`src/rtl/i2c_aw_pkg.sv`:
```
package i2c_aw_pkg;

    typedef enum logic [2:0] {
        ST_IDLE,
        ST_SEARCH,
        ST_SHIFT,
        ST_ACK,
        ST_HOLD,
        ST_IGNORE
    } aw_state_t;

    // One-cycle bus events derived from the synchronised lines
    typedef struct packed {
        logic start;
        logic stop;
        logic rise;
        logic fall;
        logic sda;
    } bus_ev_t;

endpackage

```
`src/rtl/i2c_aw_sync.sv`:
```
module i2c_aw_sync #(
    parameter int WIDTH  = 2,
    parameter int STAGES = 2
) (
    input  logic             clk,
    input  logic             rst_n,
    input  logic [WIDTH-1:0] d,
    output logic [WIDTH-1:0] q
);
    localparam int LAST = STAGES - 1;

    logic [STAGES-1:0][WIDTH-1:0] stage_q;

    // Lines reset to the idle (high) level so no spurious event appears
    always_ff @(posedge clk or negedge rst_n) begin
        if (!rst_n) begin
            stage_q <= '1;
        end else begin
            stage_q[0] <= d;
            for (int s = 1; s < STAGES; s++) begin
                stage_q[s] <= stage_q[s-1];
            end
        end
    end

    assign q = stage_q[LAST];

endmodule

```
`src/rtl/i2c_aw_events.sv`:
```
module i2c_aw_events
    import i2c_aw_pkg::*;
(
    input  logic    clk,
    input  logic    rst_n,
    input  logic    scl_s,
    input  logic    sda_s,
    output bus_ev_t ev
);
    logic scl_d;
    logic sda_d;

    always_ff @(posedge clk or negedge rst_n) begin
        if (!rst_n) begin
            scl_d <= 1'b1;
            sda_d <= 1'b1;
        end else begin
            scl_d <= scl_s;
            sda_d <= sda_s;
        end
    end

    always_comb begin
        ev.start = scl_s & scl_d & sda_d & ~sda_s;
        ev.stop  = scl_s & scl_d & ~sda_d & sda_s;
        ev.rise  = scl_s & ~scl_d;
        ev.fall  = ~scl_s & scl_d;
        ev.sda   = sda_s;
    end

endmodule

```
`src/rtl/i2c_aw_fsm.sv`:
```
module i2c_aw_fsm
    import i2c_aw_pkg::*;
#(
    parameter int ADDR_W = 7
) (
    input  logic              clk,
    input  logic              rst_n,
    input  logic              enable,
    input  logic [ADDR_W-1:0] dev_addr,
    input  logic              release_stb,
    input  logic              irq_clr,
    input  bus_ev_t           ev,
    output logic              scl_pull,
    output logic              sda_pull,
    output logic              irq,
    output logic [ADDR_W:0]   addr_byte
);
    localparam int BYTE_W = ADDR_W + 1;
    localparam int CNT_W  = $clog2(BYTE_W + 1);
    localparam logic [CNT_W-1:0] CNT_FULL = CNT_W'(BYTE_W);

    aw_state_t          state;
    aw_state_t          state_nx;
    logic [BYTE_W-1:0]  shift_q;
    logic [CNT_W-1:0]   bit_cnt;
    logic               addr_hit;
    logic               enter_ack;

    assign addr_hit  = (shift_q[BYTE_W-1:1] == dev_addr);
    assign enter_ack = (state == ST_SHIFT) && (state_nx == ST_ACK);

    // Next-state decision: disable, START and STOP override every state
    always_comb begin
        state_nx = state;
        if (!enable) begin
            state_nx = ST_IDLE;
        end else if (ev.start) begin
            state_nx = ST_SHIFT;
        end else if (ev.stop) begin
            state_nx = ST_SEARCH;
        end else begin
            unique case (state)
                ST_IDLE:   state_nx = ST_SEARCH;
                ST_SEARCH: state_nx = ST_SEARCH;
                ST_SHIFT: begin
                    if (ev.fall && bit_cnt == CNT_FULL)
                        state_nx = addr_hit ? ST_ACK : ST_IGNORE;
                end
                ST_ACK: begin
                    if (ev.fall) state_nx = ST_HOLD;
                end
                ST_HOLD: begin
                    if (release_stb) state_nx = ST_SEARCH;
                end
                ST_IGNORE: state_nx = ST_IGNORE;
                default:   state_nx = ST_IDLE;
            endcase
        end
    end

    // State register and address-phase datapath
    always_ff @(posedge clk or negedge rst_n) begin
        if (!rst_n) begin
            state     <= ST_IDLE;
            shift_q   <= '0;
            bit_cnt   <= '0;
            irq       <= 1'b0;
            addr_byte <= '0;
        end else begin
            state <= state_nx;
            if (ev.start) begin
                bit_cnt <= '0;
            end else if (state == ST_SHIFT && ev.rise && bit_cnt < CNT_FULL) begin
                shift_q <= {shift_q[BYTE_W-2:0], ev.sda};
                bit_cnt <= bit_cnt + CNT_W'(1);
            end
            if (enter_ack) begin
                addr_byte <= shift_q;
                irq       <= 1'b1;
            end else if (irq_clr) begin
                irq <= 1'b0;
            end
        end
    end

    // Bus drive: gated by enable so a disable frees the lines at once
    always_comb begin
        scl_pull = 1'b0;
        sda_pull = 1'b0;
        unique case (state)
            ST_ACK:  sda_pull = enable;
            ST_HOLD: scl_pull = enable;
            default: ;
        endcase
    end

    assert_cnt_bound_R3: assert property (@(posedge clk) disable iff (!rst_n)
        bit_cnt <= CNT_FULL);

    assert_stop_to_search_R8: assert property (@(posedge clk) disable iff (!rst_n)
        (enable && ev.stop && !ev.start) |=> (state == ST_SEARCH));

    assert_irq_with_ack_R5: assert property (@(posedge clk) disable iff (!rst_n)
        $rose(irq) |-> sda_pull);

    assert_irq_sticky_R9: assert property (@(posedge clk) disable iff (!rst_n)
        (irq && !irq_clr) |=> irq);

endmodule

```
`src/rtl/i2c_addr_watch.sv`:
```
module i2c_addr_watch
    import i2c_aw_pkg::*;
#(
    parameter int ADDR_W      = 7,
    parameter int SYNC_STAGES = 2
) (
    input  logic              clk,
    input  logic              rst_n,
    input  logic              enable,
    input  logic [ADDR_W-1:0] dev_addr,
    input  logic              release_stb,
    input  logic              irq_clr,
    input  logic              scl_in,
    input  logic              sda_in,
    output logic              scl_pull,
    output logic              sda_pull,
    output logic              irq,
    output logic [ADDR_W:0]   addr_byte
);
    logic [1:0] lines_s;
    bus_ev_t    ev;

    i2c_aw_sync #(.WIDTH(2), .STAGES(SYNC_STAGES)) sync_i (
        .clk   (clk),
        .rst_n (rst_n),
        .d     ({scl_in, sda_in}),
        .q     (lines_s)
    );

    i2c_aw_events events_i (
        .clk   (clk),
        .rst_n (rst_n),
        .scl_s (lines_s[1]),
        .sda_s (lines_s[0]),
        .ev    (ev)
    );

    i2c_aw_fsm #(.ADDR_W(ADDR_W)) fsm_i (
        .clk         (clk),
        .rst_n       (rst_n),
        .enable      (enable),
        .dev_addr    (dev_addr),
        .release_stb (release_stb),
        .irq_clr     (irq_clr),
        .ev          (ev),
        .scl_pull    (scl_pull),
        .sda_pull    (sda_pull),
        .irq         (irq),
        .addr_byte   (addr_byte)
    );

    assert_ack_only_on_hit_R4: assert property (@(posedge clk) disable iff (!rst_n)
        $rose(sda_pull) |-> (addr_byte[ADDR_W:1] == dev_addr));

    assert_hold_until_release_R6: assert property (@(posedge clk) disable iff (!rst_n)
        (scl_pull && !release_stb) |=> (scl_pull || !enable));

    assert_hold_after_ack_R6: assert property (@(posedge clk) disable iff (!rst_n)
        $rose(scl_pull) |-> $past(sda_pull));

endmodule

```
`config.mk`:
```
export PLATFORM = sky130hd
export DESIGN_NAME = i2c_addr_watch
export DESIGN_NICKNAME = d
export VERILOG_FILES = /design/src/rtl/i2c_aw_pkg.sv /design/src/rtl/i2c_aw_sync.sv /design/src/rtl/i2c_aw_events.sv /design/src/rtl/i2c_aw_fsm.sv /design/src/rtl/i2c_addr_watch.sv
export SDC_FILE = /design/constraint.sdc
export NUM_CORES = 1
export LEC_CHECK = 0
export CORE_ASPECT_RATIO = 1.75
export CORE_MARGIN = 2
export CORE_UTILIZATION = 25
export DETAILED_ROUTE_END_ITERATION = 6
export GPL_TIMING_DRIVEN = 0
export PLACE_DENSITY = 0.42
export SYNTH_ARGS = -nofsm -noshare
export SYNTH_HDL_FRONTEND = slang
export SYNTH_SLANG_ARGS = --single-unit
```
`constraint.sdc`:
```
create_clock -name clk -period 4.9 [get_ports clk]
set_input_delay 0.49 -clock clk [delete_from_list [all_inputs] [get_ports clk]]
set_output_delay 0.49 -clock clk [all_outputs]
set_load 0.03 [all_outputs]
```
==> flow_summary.toml <==
[synth]
synth_nets = 126
synth.avg_cell_area_um2 = 12.36
synth_top_family_by_area = "simple AND/OR/NAND/NOR gates"
ys.flop_type = "dfrtp_1"
yosysTopAreaCell = "dfrtp_1"
synth_top_area_share_pct = 44.16
synth.top_cells.by_area = "dfrtp_1 (44%), mux2_2 (13%), dfstp_2 (12%)"
synth_compound_gate_area_share_pct = 4.692
synthArstFlopShare_pct = 100.0
ys_warn_count = 0
synth-simple-area-share_pct = 17.30
synth_seq_cells = 30
synthMuxAreaShare_pct = 13.25
synth_edf_count = 0
syn-instance-count = 110
synthesis.area_um2 = 1360
synth-xor-area-share_pct = 5.796
seq_area_frac_synth_pct = 55.75
yosysUniqueCellTypes = 29
synth-adder-area-share_pct = 1.840
synth.most_common_cell = "dfrtp_1"
synth_common_cells = "dfrtp_1 (24), mux2_2 (16), nand2_1 (9)"

[clocking]
ctsResizeCount = 0
clkTransAtPathRegs_ns = 0.06
cts_hold_buffers = 0
cts_made_buffers = 5
htreeDepth = 2
postCtsSetupBuffers = 0
clock_path_buffers = 2
cts_tree = "done"
clock_sinks = 30
cts_root_buffer = "clkbuf_8"
insertion_delay_ns = 0.28

[floorplanning]
rows = 35
core_area_um2 = 5255
ioPinCount = 25
start_util_pct = 25.88
fp.dieW_um = 59.76
die_area_um2 = 6069
die_height_um = 101.6

[grt]
antenna_found_initial = 0
grt_pass1_wl_mm = 4.705
top_usage_layer = "met2"
grt_pass1_vias = 1031
grt_overflow = 0
grtUsageMet1_pct = 12.70
grt_usage_pct = 10.56
grt_start_max_net_pins = 31
grt_use_met2_pct = 16.39
gr-usage-met3_pct = 3.448

[layout]
drive_gt1_share_pct = 24.65
syn2layout_area_growth_pct = 30.36
diodes = 0
utilization_pct = 33.74
nNetsFinal = 157
num-fill-cells = 558

[pwr]
power.net_switching_mw = 0.1214
ir_worst_vdd_v = 0.0001332
pwr-share-seq_pct = 48.3
p_leak_nw = 0.8017
swShare_pct = 22.08
p_int_mw = 0.4284
p_per_area_nw_per_um2 = 310.1
combPwrFrac_pct = 7.5
p_clk_share_pct = 44.2
power.total_mw = 0.5498

[sta]
period_share_pct = 52.37
setup_viol = 0
whs_ns = 0.2534
slew_headroom_pct = 54.47
fin_setup_tns_ns = 0
final-hold-violation-count = 0
clock.fmax_ghz = 0.3897
final-max-slew-violation-count = 0
rsz0062_at_grt = "false"
post-route-min-period_ns = 2.566
clock_skew_ns = 0.006612
worstMarginPinSlew_ns = 0.6830

[critical_path]
worstPathArrival_ns = 2.73
path_max_fanout = 9
rrSetupSlack_ns = 2.57
path_class = "input pin to flip-flop"
required_ns = 5.06
start_kind = "input pin"
cp-end-kind = "flip-flop"

[place]
io_buffer_count = 24
dp_hpwl_mm = 2.013
gp_congestion = 0.7385

[hold_path]
min_path_type = "input pin to async pin"

[status]
status = "finished clean"

[detailed_routing]
remaining_drc_errors = 0
dr_total_vias = 921
ant_nets = 0
drt_wl_total_mm = 2.799
routed_via_density = 4.675
drt-initial-drc-count = 33
dr.pass1.iters = 2
wire_per_inst_um = 14.21

[flow_run]
maxCapViolations = 0
-- cell usage in the layout (no fill, tap or decap), drive strengths merged, types with 2 or more instances in the layout --
| cell type | netlist | final |
|---|---|---|
| clkdlybuf4s50 | 0 | 23 |
| nand4b | 2 | 2 |
| dfstp | 6 | 6 |
| dfrtp | 24 | 24 |
| nor4 | 2 | 2 |
| o21ai | 3 | 3 |
| nor2 | 5 | 5 |
| nor3b | 4 | 4 |
| clkinv | 0 | 2 |
| mux2 | 16 | 16 |
| nand2 | 9 | 9 |
| a211oi | 2 | 2 |
| ha | 2 | 2 |
| clkbuf | 1 | 6 |
| nand3 | 8 | 8 |
| xor2 | 8 | 8 |
| nor3 | 2 | 2 |
| inv | 4 | 4 |
| a21oi | 2 | 2 |
-- sequential cells by signal, indices dropped and copies added, names as in the netlist --
signal	cells
fsm_i.bit_cnt	4
fsm_i.shift_q	8
events_i.sda_d	1
fsm_i.state	3
events_i.scl_d	1
sync_i.q	2
sync_i.stage_q	2
fsm_i.addr_byte	8
fsm_i.irq	1
-- layout make-up --
type	count	area, um^2	area share (%)
multi-input combinational	75	583.1	32.89
timing repair buffer	24	235.2	13.27
buffer	1	3.754	0.2117
clock inverter	3	40.04	2.258
clock buffer	5	68.82	3.881
inverter	4	15.01	0.8469
tap	55	68.82	3.881
sequential	30	758.2	42.77
-- per-layer routing --
metal	up-vias	share of wire (%)
met3	2	3.0
met1	452	43
met4	0	1.2
met5	-	0
li1	450	-
met2	17	52
-- worst paths after layout --
check / cells past startpoint / to / startpoint
min in group clk: 0 / sync_i.q[1]$_DFF_PN1_ / sync_i.stage_q[1]$_DFF_PN1_
max: 6 / fsm_i.addr_byte[7]$_DFFE_PN0P_ / dev_addr[1]
min: 1 / fsm_i.state[0]$_DFF_PN0_ / rst_n
max in group asynchronous: 1 / fsm_i.irq$_DFFE_PN0P_ / rst_n
min reg2reg: 0 / sync_i.q[1]$_DFF_PN1_ / sync_i.stage_q[1]$_DFF_PN1_
max reg2reg: 5 / fsm_i.addr_byte[7]$_DFFE_PN0P_ / fsm_i.state[0]$_DFF_PN0_
-- per-stage QoR --
| step | setup WS [ns] | std cells | area, um^2 |
|---|---|---|---|
| 6_report | 2.334 | 197 | 1773 |
| 5_1_grt | 2.246 | 197 | 1773 |
| 4_1_cts | 2.327 | 197 | 1773 |
| 3_5_place_dp | 2.022 | 189 | 1664 |
| 3_3_place_gp | 2.049 | 189 | 1669 |
| 2_1_floorplan | 2.902 | 110 | 1360 |
-- logic make-up after synthesis --
group,Yosys count
AOI/OAI and AO/OA,10
xor gates and xnor gates,9
adders and majority gates,2
buffers and inverters,5
DFF,30
muxes,16
and+or+nand+nor,38
-- power groups by stage --
stage                     sequential [mW]  combinational (mW)  clock (mW)
after global placement              0.270              0.0421           0
after detailed placement            0.270              0.0422           0
after floorplan                     0.271              0.0168           0
after CTS                           0.266              0.0425       0.256
final                               0.266              0.0414       0.243
after global routing                0.267              0.0462       0.265
-- critical path: stages --
cell and delay (ns):
clkdlybuf4s50_1 0.42, xor2_1 0.17, nor4_1 0.47, a21oi_1 0.24, nor3_4 0.54, mux2_2 0.40
No activity file was read; power rests on OpenSTA's default activity.
